===== src/rtl/qcc_pkg.sv =====
package qcc_pkg;

    typedef enum logic [1:0] {
        RSP_OK     = 2'd0,
        RSP_NOROOM = 2'd1,
        RSP_TOOBIG = 2'd2,
        RSP_BADQ   = 2'd3
    } rsp_code_e;

    localparam int META_PAGES  = 1;
    localparam int SPARE_PAGES = 1;
    localparam int FIXED_PAGES = META_PAGES + SPARE_PAGES;

    function automatic int max_i(input int a, input int b);
        return (a > b) ? a : b;
    endfunction

endpackage


===== src/rtl/qcc_cost.sv =====
module qcc_cost
    import qcc_pkg::*;
#(
    parameter int LEN_W     = 14,
    parameter int RSV_W     = 16,
    parameter int PAGE_SH   = 8,
    parameter int MAX_BYTES = 16128,
    parameter int SUM_W     = max_i(LEN_W, RSV_W) + 1,
    parameter int PG_W      = SUM_W - PAGE_SH + 2
) (
    input  logic [LEN_W-1:0] len,
    input  logic [RSV_W-1:0] rsv,
    output logic [PG_W-1:0]  pages,
    output logic             too_big
);
    logic [SUM_W-1:0] total;
    logic             partial;

    always_comb begin
        total   = SUM_W'(len) + SUM_W'(rsv);
        partial = |total[PAGE_SH-1:0];
        pages   = PG_W'(total >> PAGE_SH) + PG_W'(partial) + PG_W'(FIXED_PAGES);
        too_big = (total > SUM_W'(MAX_BYTES));
    end
endmodule


===== src/rtl/qcc_bank.sv =====
module qcc_bank #(
    parameter int POOL_W = 16,
    parameter int CNT_W  = 8,
    parameter int PG_W   = 11
) (
    input  logic              clk,
    input  logic              rst,
    input  logic              load,
    input  logic [POOL_W-1:0] load_pool,
    input  logic [CNT_W-1:0]  load_used,
    input  logic [CNT_W-1:0]  load_cap,
    input  logic              take,
    input  logic [PG_W-1:0]   cost,
    output logic [POOL_W-1:0] pool,
    output logic [CNT_W-1:0]  used,
    output logic [CNT_W-1:0]  cap
);
    localparam int EXT_W = (POOL_W > PG_W) ? POOL_W : PG_W;

    logic [EXT_W-1:0] after_debit;

    always_comb after_debit = EXT_W'(pool) - EXT_W'(cost);

    always_ff @(posedge clk) begin
        if (rst) begin
            pool <= '0;
            used <= '0;
            cap  <= '0;
        end else if (load) begin
            pool <= load_pool;
            used <= load_used;
            cap  <= load_cap;
        end else if (take) begin
            pool <= after_debit[POOL_W-1:0];
            used <= used + CNT_W'(1);
        end
    end
endmodule


===== src/rtl/qcc_decide.sv =====
module qcc_decide
    import qcc_pkg::*;
#(
    parameter int POOL_W = 16,
    parameter int CNT_W  = 8,
    parameter int PG_W   = 11
) (
    input  logic              too_big,
    input  logic              qid_ok,
    input  logic [PG_W-1:0]   cost,
    input  logic [POOL_W-1:0] pool,
    input  logic [CNT_W-1:0]  used,
    input  logic [CNT_W-1:0]  cap,
    output rsp_code_e         code
);
    localparam int EXT_W = (POOL_W > PG_W) ? POOL_W : PG_W;

    logic pages_ok;
    logic slot_ok;

    always_comb begin
        pages_ok = EXT_W'(cost) <= EXT_W'(pool);
        slot_ok  = cap > used;
        if (too_big)
            code = RSP_TOOBIG;
        else if (!qid_ok)
            code = RSP_BADQ;
        else if (pages_ok && slot_ok)
            code = RSP_OK;
        else
            code = RSP_NOROOM;
    end
endmodule


===== src/rtl/qcredit_gate.sv =====
module qcredit_gate
    import qcc_pkg::*;
#(
    parameter int NUM_Q     = 4,
    parameter int QID_W     = 3,
    parameter int LEN_W     = 14,
    parameter int RSV_W     = 16,
    parameter int POOL_W    = 16,
    parameter int CNT_W     = 8,
    parameter int PAGE_SH   = 8,
    parameter int MAX_BYTES = 16128,
    parameter int SUM_W     = max_i(LEN_W, RSV_W) + 1,
    parameter int PG_W      = SUM_W - PAGE_SH + 2
) (
    input  logic                    clk,
    input  logic                    rst,
    input  logic [RSV_W-1:0]        cfg_rsv_bytes,
    input  logic                    req_valid,
    input  logic [QID_W-1:0]        req_qid,
    input  logic [LEN_W-1:0]        req_len,
    input  logic                    req_update,
    input  logic                    ld_valid,
    input  logic [NUM_Q*POOL_W-1:0] ld_pool_pages,
    input  logic [NUM_Q*CNT_W-1:0]  ld_q_used,
    input  logic [NUM_Q*CNT_W-1:0]  ld_q_cap,
    output logic                    rsp_valid,
    output logic [1:0]              rsp_code,
    output logic [PG_W-1:0]         rsp_pages,
    output logic [NUM_Q*POOL_W-1:0] pool_free_o,
    output logic [NUM_Q*CNT_W-1:0]  q_used_o
);
    logic [PG_W-1:0]   cost;
    logic              too_big;
    logic              qid_ok;
    logic [POOL_W-1:0] pool_a [NUM_Q];
    logic [CNT_W-1:0]  used_a [NUM_Q];
    logic [CNT_W-1:0]  cap_a  [NUM_Q];
    logic [POOL_W-1:0] sel_pool;
    logic [CNT_W-1:0]  sel_used;
    logic [CNT_W-1:0]  sel_cap;
    rsp_code_e         code;
    logic              commit;

    qcc_cost #(
        .LEN_W(LEN_W), .RSV_W(RSV_W), .PAGE_SH(PAGE_SH),
        .MAX_BYTES(MAX_BYTES), .SUM_W(SUM_W), .PG_W(PG_W)
    ) cost_i (
        .len(req_len), .rsv(cfg_rsv_bytes), .pages(cost), .too_big(too_big)
    );

    always_comb begin
        qid_ok   = (32'(req_qid) < NUM_Q);
        sel_pool = '0;
        sel_used = '0;
        sel_cap  = '0;
        for (int i = 0; i < NUM_Q; i++) begin
            if (32'(req_qid) == i) begin
                sel_pool = pool_a[i];
                sel_used = used_a[i];
                sel_cap  = cap_a[i];
            end
        end
    end

    qcc_decide #(.POOL_W(POOL_W), .CNT_W(CNT_W), .PG_W(PG_W)) decide_i (
        .too_big(too_big), .qid_ok(qid_ok), .cost(cost),
        .pool(sel_pool), .used(sel_used), .cap(sel_cap), .code(code)
    );

    always_comb commit = req_valid && req_update && !ld_valid && (code == RSP_OK);

    for (genvar g = 0; g < NUM_Q; g++) begin : g_bank
        logic take_g;
        always_comb take_g = commit && (32'(req_qid) == g);

        qcc_bank #(.POOL_W(POOL_W), .CNT_W(CNT_W), .PG_W(PG_W)) bank_i (
            .clk(clk), .rst(rst), .load(ld_valid),
            .load_pool(ld_pool_pages[g*POOL_W +: POOL_W]),
            .load_used(ld_q_used[g*CNT_W +: CNT_W]),
            .load_cap(ld_q_cap[g*CNT_W +: CNT_W]),
            .take(take_g), .cost(cost),
            .pool(pool_a[g]), .used(used_a[g]), .cap(cap_a[g])
        );

        always_comb begin
            pool_free_o[g*POOL_W +: POOL_W] = pool_a[g];
            q_used_o[g*CNT_W +: CNT_W]      = used_a[g];
        end
    end

    always_ff @(posedge clk) begin
        if (rst) begin
            rsp_valid <= 1'b0;
            rsp_code  <= RSP_OK;
            rsp_pages <= '0;
        end else begin
            rsp_valid <= req_valid;
            if (req_valid) begin
                rsp_code  <= code;
                rsp_pages <= cost;
            end
        end
    end
endmodule


===== config.mk =====
export PLATFORM = sky130hd
export DESIGN_NAME = qcredit_gate
export DESIGN_NICKNAME = d
export VERILOG_FILES = /design/src/rtl/qcc_pkg.sv /design/src/rtl/qcc_cost.sv /design/src/rtl/qcc_bank.sv /design/src/rtl/qcc_decide.sv /design/src/rtl/qcredit_gate.sv
export SDC_FILE = /design/constraint.sdc
export NUM_CORES = 1
export LEC_CHECK = 0
export BUFFER_PORTS_ARGS = -buffer_cell sky130_fd_sc_hd__buf_2
export CORE_MARGIN = 2
export CORE_UTILIZATION = 30
export DETAILED_ROUTE_END_ITERATION = 8
export HOLD_SLACK_MARGIN = 0.12
export PLACE_DENSITY = 0.52
export SLEW_MARGIN = 20
export SYNTH_ARGS = -nofsm -noshare
export SYNTH_HDL_FRONTEND = slang
export SYNTH_SLANG_ARGS = --single-unit

===== constraint.sdc =====
create_clock -name clk -period 13.3 [get_ports clk]
set_input_delay 1.33 -clock clk [delete_from_list [all_inputs] [get_ports clk]]
set_output_delay 1.33 -clock clk [all_outputs]
set_load 0.02 [all_outputs]

After elaboration in Yosys (flattened, before gate mapping)

Cells that the tools add are included.

Register bits: 142
Input bits: 166
Output and inout bits: 110
Logic and storage cells: 80

Add/subtract/negate cells: 11
Order comparisons: 4
Eq/ne operators: 3
Multiplexer cells: 31
Reduce and logical (&&, ||, !) cells: 16

Operators with widths:

| cell                    | count |
|---|---|
| $mux W16                | 12 |
| $mux W8                 | 16 |
| $sub A16 B11 Y16        | 4 |
| $add A8 B1 Y8 const B   | 4 |
| $add A14 B16 Y17        | 1 |
| $gt A17 B14 Y1 const B  | 1 |
| $le A11 B16 Y1          | 1 |
| $add A11 B2 Y11 const B | 1 |
| $add A9 B1 Y10          | 1 |
| $gt A8 B8 Y1            | 1 |
| $logic_and A1 B1 Y1     | 8 |
| $reduce_bool A2 Y1      | 4 |
| $reduce_or A8 Y1        | 1 |
| $eq A3 B2 Y1 const B    | 2 |
| $mux W2                 | 2 |
| $eq A3 B1 Y1 const B    | 1 |
| $logic_not A3 Y1        | 1 |
| $lt A3 B3 Y1 const B    | 1 |
| $logic_not A2 Y1        | 1 |
| $logic_not A1 Y1        | 1 |
| $mux W1                 | 1 |

Logic depth before layout (Yosys ltp)

Gate-level depths: netlist of run 1.

Word-level depth: 15
Gate-level depth with buffers: 30
Gate-level depth less buffers: 28

By module

From an unflattened synthesis of run 1, not the netlist that was laid out.

Cell total of the unflattened synthesis: 1448
Area total of the unflattened synthesis: 11428.5 sq um

By module, submodules not included:

| module       | instances | cells an instance | area each (sq um) | seq. area each (sq um) |
|---|---|---|---|---|
| qcc_bank     | 4         | 272               | 2127.0            | 640.6 |
| qcredit_gate | 1         | 166               | 1475.2            | 280.3 |
| qcc_cost     | 1         | 125               | 927.1             | 0.0 |
| qcc_decide   | 1         | 69                | 518.0             | 0.0 |

Worst setup path before layout of run 1

Ideal clock, no wire load.

Path type: input to register
From: input cfg_rsv_bytes[0]
To: register g_bank[2].bank_i.pool[13]
Setup time: 0.091 ns
Arrival: 6.862 ns
Required time: 13.209 ns
Path slack: 6.347 ns
Stages: 27
Path buffers: 0
Cells stage by stage: ha_1 > inv_1 > fa_1 > nor2b_1 > o2111ai_1 > a21oi_1 > nor3_1 > nor2_1 > ha_1 > and3b_1 > o21ai_0 > o221ai_1 > a211oi_1 > or3_1 > or4_1 > xnor2_2 > or3_1 > nand2_1 > ha_1 > a21oi_1 > o21ai_0 > a21oi_1 > o221ai_2 > a211oi_4 > nand4_4 > or4_1 > a311oi_1

Longest elaborated chain between the ends: 13
Elaborated cells on any way between the ends: 17
Those cells by class: add/sub (4); order compare (2); mux (5); reduce/logical (6)

RTL lines:

| what                                | RTL line           | RTL |
|---|---|---|
| start, declared                     | qcredit_gate.sv:17 | `input logic [RSV_W-1:0] cfg_rsv_bytes,` |
| $add A14 B16 Y17 (*)                | qcc_cost.sv:20     | `total = SUM_W'(len) + SUM_W'(rsv);` |
| $reduce_or A8 Y1                    | qcc_cost.sv:21     | `partial = \|total[PAGE_SH-1:0];` |
| $add A9 B1 Y10 (*)                  | qcc_cost.sv:22     | `pages = PG_W'(total >> PAGE_SH) + PG_W'(partial) + PG_W'(FIXED_PAGES);` |
| $add A11 B2 Y11 (*)                 | qcc_cost.sv:22     |  |
| named net cost[8]                   | qcredit_gate.sv:32 | `logic [PG_W-1:0] cost;` |
| $le A11 B16 Y1                      | qcc_decide.sv:22   | `pages_ok = EXT_W'(cost) <= EXT_W'(pool);` |
| $logic_and A1 B1 Y1                 | qcc_decide.sv:28   | `else if (pages_ok && slot_ok)` |
| $mux W1                             | qcc_decide.sv:28   |  |
| $mux W2                             | qcc_decide.sv:26   | `else if (!qid_ok)` |
| $mux W2                             | qcc_decide.sv:24   | `if (too_big)` |
| $logic_not A2 Y1                    | qcredit_gate.sv:70 | `always_comb commit = req_valid && req_update && !ld_valid && (code == RSP_OK);` |
| $logic_and A1 B1 Y1                 | qcredit_gate.sv:70 |  |
| $logic_and A1 B1 Y1                 | qcredit_gate.sv:74 | `always_comb take_g = commit && (32'(req_qid) == g);` |
| $reduce_bool A2 Y1 (no source line) | -                  |  |
| end signal, assigned                | qcc_bank.sv:30     | `pool <= load_pool;` |
| end signal, assigned                | qcc_bank.sv:34     | `pool <= after_debit[POOL_W-1:0];` |
| end, declared                       | qcc_bank.sv:14     | `output logic [POOL_W-1:0] pool,` |

The timed path passes the listed nets; every way through them passes the cells marked *. The select of a mux whose other input is x is not followed.
A chain may end at the register's enable or synchronous reset.

Worst setup path in the final report of run 1

From: input cfg_rsv_bytes[0]
To: register g_bank[0].bank_i.pool[14]

Longest elaborated chain between the ends: 13
Elaborated cells on any way between the ends: 17
Those cells by class: add/sub (4); order compare (2); mux (5); reduce/logical (6)

RTL lines:

| what                                | RTL line |
|---|---|
| $add A14 B16 Y17 (*)                | qcc_cost.sv:20 |
| $reduce_or A8 Y1                    | qcc_cost.sv:21 |
| $add A9 B1 Y10 (*)                  | qcc_cost.sv:22 |
| $add A11 B2 Y11 (*)                 | qcc_cost.sv:22 |
| named net cost[6]                   | qcredit_gate.sv:32 |
| $le A11 B16 Y1                      | qcc_decide.sv:22 |
| $logic_and A1 B1 Y1                 | qcc_decide.sv:28 |
| $mux W1                             | qcc_decide.sv:28 |
| $mux W2                             | qcc_decide.sv:26 |
| $mux W2                             | qcc_decide.sv:24 |
| $logic_not A2 Y1                    | qcredit_gate.sv:70 |
| $logic_and A1 B1 Y1                 | qcredit_gate.sv:70 |
| $logic_and A1 B1 Y1                 | qcredit_gate.sv:74 |
| $reduce_bool A2 Y1 (no source line) | - |
| end signal, assigned                | qcc_bank.sv:30 |
| end signal, assigned                | qcc_bank.sv:34 |
| end, declared                       | qcc_bank.sv:14 |

Marked as above.

==> impl_metrics.toml, run 1 <==
[run_status]
status = "complete, no violations"

[routing]
routed_wl_mm = 42.9
ant_nets = 0
drc = 0
drtPass1Iterations = 5
dr_total_vias = 11100
viasPerCell = 5.49
drt-initial-drc-count = 764
wire_per_inst_um = 21.2

[min_path]
hold_class = "register to register"

[global_routing]
grt_overflow = 0
grt_max_degree = 91
grt_antenna_before_repair = 11
grt_pass1_vias = 11000
grt_usage = 0.225
grt_pass1_wl_mm = 65.9

[synthesis]
synth.area.top_cells = "dfxtp_1, ha_1, mux4_2"
synth_top_cell_by_area = "dfxtp_1"
syn_inst = 1302
yosys_warnings = 0
syn_avg_cell_area_um2 = 8.31
ys_ff_latch = 142
synth-edff-count = 0
synth_top_area_share = 0.263
netlist-cell-type-count = 92
async_flop_share = 0
ys_seq_area_frac = 0.263
yosysMostFrequentCell = "dfxtp_1"
yosys-top-cells-count = "dfxtp_1, nor2_1, nand2_1, ha_1, a21oi_1"
synth_ff_type = "dfxtp_1"
syn_area_mm2 = 0.0108

[clock_tree]
clock_latency_ns = 0.44
clock-sinks = 142
cts_buffers = 17
cts_setup_buffers = 0
clk_pin_slew_ns = 0.07
cts_buffer_depth = 2
cts_hold_buffers = 0
cts_resized = 0
htree_levels = 4
cts_tree = "built"
cts_root_buf = "clkbuf_16"

[timing]
worst_pin_slew_ns = 1.08
final.period_utilization = 0.617
fmax_mhz = 122
hold_viol_final = 0
rsz0062_at_grt = "no"
finalMaxSlewViolations = 0
setup_viol = 0
fin_skew_ns = 0.0131
fin_crit_ns = 8.20
fin_setup_tns_ns = 0
max_slew_margin = 0.280

[setup_path]
arrival_ns = 8.54
cp.required_ns = 13.63
worstPathMaxFanout = 13
crit_path_end_kind = "register"
cp-start-kind = "input pin"
crit_type = "input pin to register"

[cells_and_area]
fin_nets = 1792
layout.cells.non_filler = 2023
layout-drive-gt1-share = 0.251
nFillCells = 3814
area_growth_syn_to_layout_pct = 21.7

[power_and_ir_drop]
powerDensity_mw_per_mm2 = 124
p_leak_nw = 5.74
ir_drop_mv = 0.0702

[place]
gp_congestion = 0.872
portBuffers = 275
dp_hpwl_mm = 32.7
place_inst = 1983

[floorplanning]
ios = 276
core_mm2 = 0.0356
die_w_um = 194
rows = 69
design.die.area_mm2 = 0.0376
start_util = 0.304
fp.dieH_um = 194

[job]
cap_violations = 0
## worst max-delay path: stages
cell and delay [ns]:
buf_2 0.08, ha_1 0.18, inv_1 0.06, fa_1 0.40, nor2b_1 0.21, o2111ai_1 0.19, nand2_1 0.12, xnor2_1 0.12
nand4b_1 0.19, ha_1 0.30, and3b_1 0.19, o21ai_0 0.10, o221ai_1 0.15, a211oi_1 0.58, a211oi_1 0.18, o32ai_1 0.20
o2111ai_1 0.29, xnor2_1 0.62, inv_1 0.10, ha_1 0.29, and3_1 0.14, nand3_1 0.11, o31ai_1 0.29, o221ai_2 0.23
a211oi_4 0.44, nand3_1 0.58, o41a_1 0.56, a2111oi_1 0.31
## report_power, final
| part | total (mW) | internal, mW | leakage (nW) | switching (mW) |
|---|---|---|---|---|
| Combinational | 0.649 | 0.262 | 4.29 | 0.387 |
| Clock | 0.489 | 0.263 | 0.275 | 0.226 |
| Sequential | 0.490 | 0.455 | 1.17 | 0.0349 |
| Total | 1.63 | 0.980 | 5.74 | 0.648 |
## per-layer routing
| metal | GRT usage | wire length [um] | part of all wire | vias up |
|---|---|---|---|---|
| li1 | - | - | - | 5356 |
| met2 | 0.363 | 19700 | 0.46 | 368 |
| met5 | 0 | 41 | 0.00095 | - |
| met1 | 0.295 | 19400 | 0.45 | 5306 |
| met3 | 0.0477 | 2560 | 0.060 | 68 |
| met4 | 0.0822 | 1210 | 0.028 | 6 |
## layout make-up
class	count	area [um2]	area share
clock buffer	17	425	0.0323
multi-input combinational	1036	7470	0.567
timing repair buffer	289	1490	0.113
antenna	8	20.0	0.00152
tap	461	577	0.0438
inverter	55	206	0.0157
clock inverter	15	146	0.0111
sequential	142	2840	0.216
## cells in the final DEF, fill, tap and decap left out, types with 12 or more instances in the layout
cell | Yosys | layout
buf_2 | 10 | 273
dfxtp_1 | 142 | 142
nor2_1 | 132 | 132
nand2_1 | 128 | 128
ha_1 | 80 | 80
a21oi_1 | 61 | 61
o21ai_0 | 54 | 54
inv_1 | 53 | 52
mux2i_1 | 41 | 41
nand3_1 | 33 | 33
mux4_2 | 27 | 27
nor2b_1 | 26 | 26
a211oi_1 | 26 | 26
xnor2_1 | 24 | 24
a22oi_1 | 24 | 24
nor3_1 | 21 | 21
a31oi_1 | 22 | 21
o22ai_1 | 21 | 21
a21o_1 | 17 | 17
o21a_1 | 17 | 17
clkbuf_16 | 0 | 17
buf_4 | 5 | 16
and2_1 | 14 | 14
nand4_1 | 14 | 14
a311oi_1 | 13 | 13
or3_1 | 12 | 12
xor2_1 | 12 | 12
nor4_1 | 12 | 12
## sequential cells by signal (all words and copies together), names as in the netlist
signal              cells
g_bank.bank_i.used     32
rsp_code                2
rsp_valid               1
g_bank.bank_i.pool     64
rsp_pages              11
g_bank.bank_i.cap      32
## final timing paths
path                                               start                         to  slack, ns  cells after the start
worst max-delay path                    cfg_rsv_bytes[0]  g_bank[0].bank_i.pool[14]       5.10                     28
worst min-delay path                        rsp_pages[1]               rsp_pages[1]       0.48                      2
worst max register to register  g_bank[2].bank_i.pool[3]  g_bank[0].bank_i.pool[14]       9.11                     12
worst min register to register              rsp_pages[1]               rsp_pages[1]       0.48                      2
## metrics by stage
stage          hold WS [ns]  setup WS [ns]  cell area (um2)   util  power, mW
2_1_floorplan         0.455           6.35            10800      -      0.942
3_3_place_gp          0.468           5.01            12600  0.354       1.13
3_5_place_dp          0.469           4.76            12600  0.354       1.14
4_1_cts               0.478           5.21            13200  0.370       1.63
5_1_grt               0.510           4.35            13200  0.370       1.73
6_report              0.481           5.10            13200  0.370       1.63
## kinds of logic after synthesis
group,share of synthesized area
and+or+nand+nor,0.215
AOI/OAI and AO/OA,0.236
DFF,0.263
buffers and inverters,0.0494
adders and majority gates,0.102
muxes,0.102
xor gates and xnor gates,0.0321
other,0.000694
Power figures use the tool's default switching activity.
==> run 2, diff against run 1 <==
ABC_AREA = 1   (was default)
clock period = 7.6 ns   (was 13.3 ns; I/O delays follow)
==> impl_metrics.toml, run 2 <==
[clock_tree]
htree_levels = 4
cts_root_buf = "clkbuf_16"
clock_latency_ns = 0.45
clock-sinks = 142
clk_pin_slew_ns = 0.08
cts_setup_buffers = 0
cts_resized = 0
cts_buffer_depth = 2
cts_hold_buffers = 0
cts_buffers = 17
cts_tree = "built"

[synthesis]
yosys_warnings = 0
synth_top_area_share = 0.247
synth.area.top_cells = "dfxtp_1, nand2_1, ha_1"
syn_inst = 1863
syn_avg_cell_area_um2 = 6.18
syn_area_mm2 = 0.0115
ys_ff_latch = 142
netlist-cell-type-count = 48
yosys-top-cells-count = "nand2_1, nor2_1, inv_1, nand3_1, dfxtp_1"
synth_ff_type = "dfxtp_1"
ys_seq_area_frac = 0.247
async_flop_share = 0
synth-edff-count = 0
synth_top_cell_by_area = "dfxtp_1"
yosysMostFrequentCell = "nand2_1"

[global_routing]
grt_overflow = 0
grt_pass1_wl_mm = 68.7
grt_pass1_vias = 12100
grt_antenna_before_repair = 2
grt_max_degree = 92
grt_usage = 0.227

[place]
dp_slack_ns = 0.803
dpl_cell_area_mm2 = 0.0133
place_inst = 2591
gp_congestion = 0.901
portBuffers = 275
dp_hpwl_mm = 35.5

[floorplanning]
rows = 71
design.die.area_mm2 = 0.0400
start_util = 0.305
die_w_um = 200
core_mm2 = 0.0378
fp.dieH_um = 200
ios = 276

[cells_and_area]
final_common_cell = "nand2_1"
largest-register = "g_bank.bank_i.pool"
largest_reg_flops = 64
layout-drive-gt1-share = 0.169
antennaDiodeCount = 0
layout.cells.non_filler = 2623
final_cell_area_mm2 = 0.0139
final_cell_mix = "nand2_1, buf_2, nor2_1"
utilization = 0.367
fin_nets = 2350
reg_top3 = "g_bank.bank_i.pool x64, g_bank.bank_i.cap x32, g_bank.bank_i.used x32"
area_growth_syn_to_layout_pct = 20.4

[setup_path]
worstPathMaxFanout = 28
crit_type = "input pin to register"
critical_path.max_stage_delay_ns = 0.59
cpMostUsedCell = "nand2_1"
reg2reg_slack_ns = 4.09
cp.required_ns = 7.95
arrival_ns = 6.72
crit_path_end_kind = "register"
cp-start-kind = "input pin"
slowest_stage = "ha_1"

[timing]
final.period_utilization = 0.837
fin_crit_ns = 6.36
hold-worst-slack_ns = 0.443
worst_pin_slew_ns = 0.953
fin_setup_tns_ns = 0
setup_viol = 0
finalMaxSlewViolations = 0
rsz0062_at_grt = "no"
setup_ws_ns = 1.24
fmax_mhz = 157
fin_skew_ns = 0.0156
hold_viol_final = 0
max_slew_margin = 0.365

[routing]
wire_per_inst_um = 17.5
viasPerCell = 4.88
dr_total_vias = 12800
drc = 0
drt-initial-drc-count = 747
drtPass1Iterations = 5
ant_nets = 0
routed_wl_mm = 45.8

[job]
cap_violations = 0

[power_and_ir_drop]
p_leak_nw = 7.00
p_comb_frac = 0.446
p_int_mw = 1.76
clkPwrFrac = 0.267
seqPwrFrac = 0.287
p_sw_frac = 0.440
powerDensity_mw_per_mm2 = 226
p_switching_mw = 1.38
power_mw = 3.14
ir_drop_mv = 0.167

[min_path]
hold_class = "register to register"

[run_status]
status = "complete, no violations"
==> run 2: cell types whose count changed after synthesis, moves of 26 or more <==
cell and change:
nand2_1 +367, nand3_1 +136, nor2_1 +124, inv_1 +122
o21ai_0 +73, a21oi_1 +69, mux2i_1 -41, xor2_1 +28
mux4_2 -27, nor2b_1 -26
==> run 2: power by group through the flow <==
stage | registers [mW] | logic [mW] | clock network (mW)
5_1_grt | 0.908 | 1.58 | 0.881
3_5_place_dp | 0.917 | 1.39 | 0
6_report | 0.900 | 1.40 | 0.839
3_3_place_gp | 0.917 | 1.38 | 0
2_1_floorplan | 0.945 | 0.921 | 0
4_1_cts | 0.900 | 1.40 | 0.855
==> run 2: per-layer routing <==
| layer | part of all wire | vias to the layer above | global-route usage |
|---|---|---|---|
| met4 | 0.019 | 4 | 0.0587 |
| li1 | - | 6566 | - |
| met5 | 0.00059 | - | 0 |
| met2 | 0.47 | 339 | 0.378 |
| met3 | 0.063 | 43 | 0.0506 |
| met1 | 0.45 | 5861 | 0.297 |
==> run 2: cells by family (layout without fill, tap and decap cells) <==
group,count (synthesis),in the layout,share of synthesized area
simple gates,1004,1004,0.372
fa+ha+maj,85,85,0.0956
xor+xnor,62,62,0.0471
flops,142,142,0.247
other cells,2,6,0.000652
compound gates,314,314,0.149
buf+inv,254,499,0.0890
==> run 2: cell type report <==
cell class              count  area, um2
inverters                 179        677
fillers                  4255      23900
flip-flops and latches    142       2840
clock inverters            14        123
well taps                 511        639
repair buffers            288       1480
multi-input cells        1471       7670
clock buffers              18        439
==> run 2: worst paths after layout <==
| kind | start | depth (start not counted) | end |
|---|---|---|---|
| worst max-delay path | cfg_rsv_bytes[0] | 38 | g_bank[0].bank_i.used[1] |
| worst min-delay path | rsp_pages[9] | 2 | rsp_pages[9] |
| worst min register to register | rsp_pages[9] | 2 | rsp_pages[9] |
| worst max register to register | g_bank[0].bank_i.pool[5] | 20 | g_bank[0].bank_i.used[1] |
==> run 2: worst max-delay path: cells and delay by family <==
family                     cells  cell delay (ns)
and+or+nand+nor               27             3.32
adders and majority gates      5             1.75
buffers and inverters          6             0.88
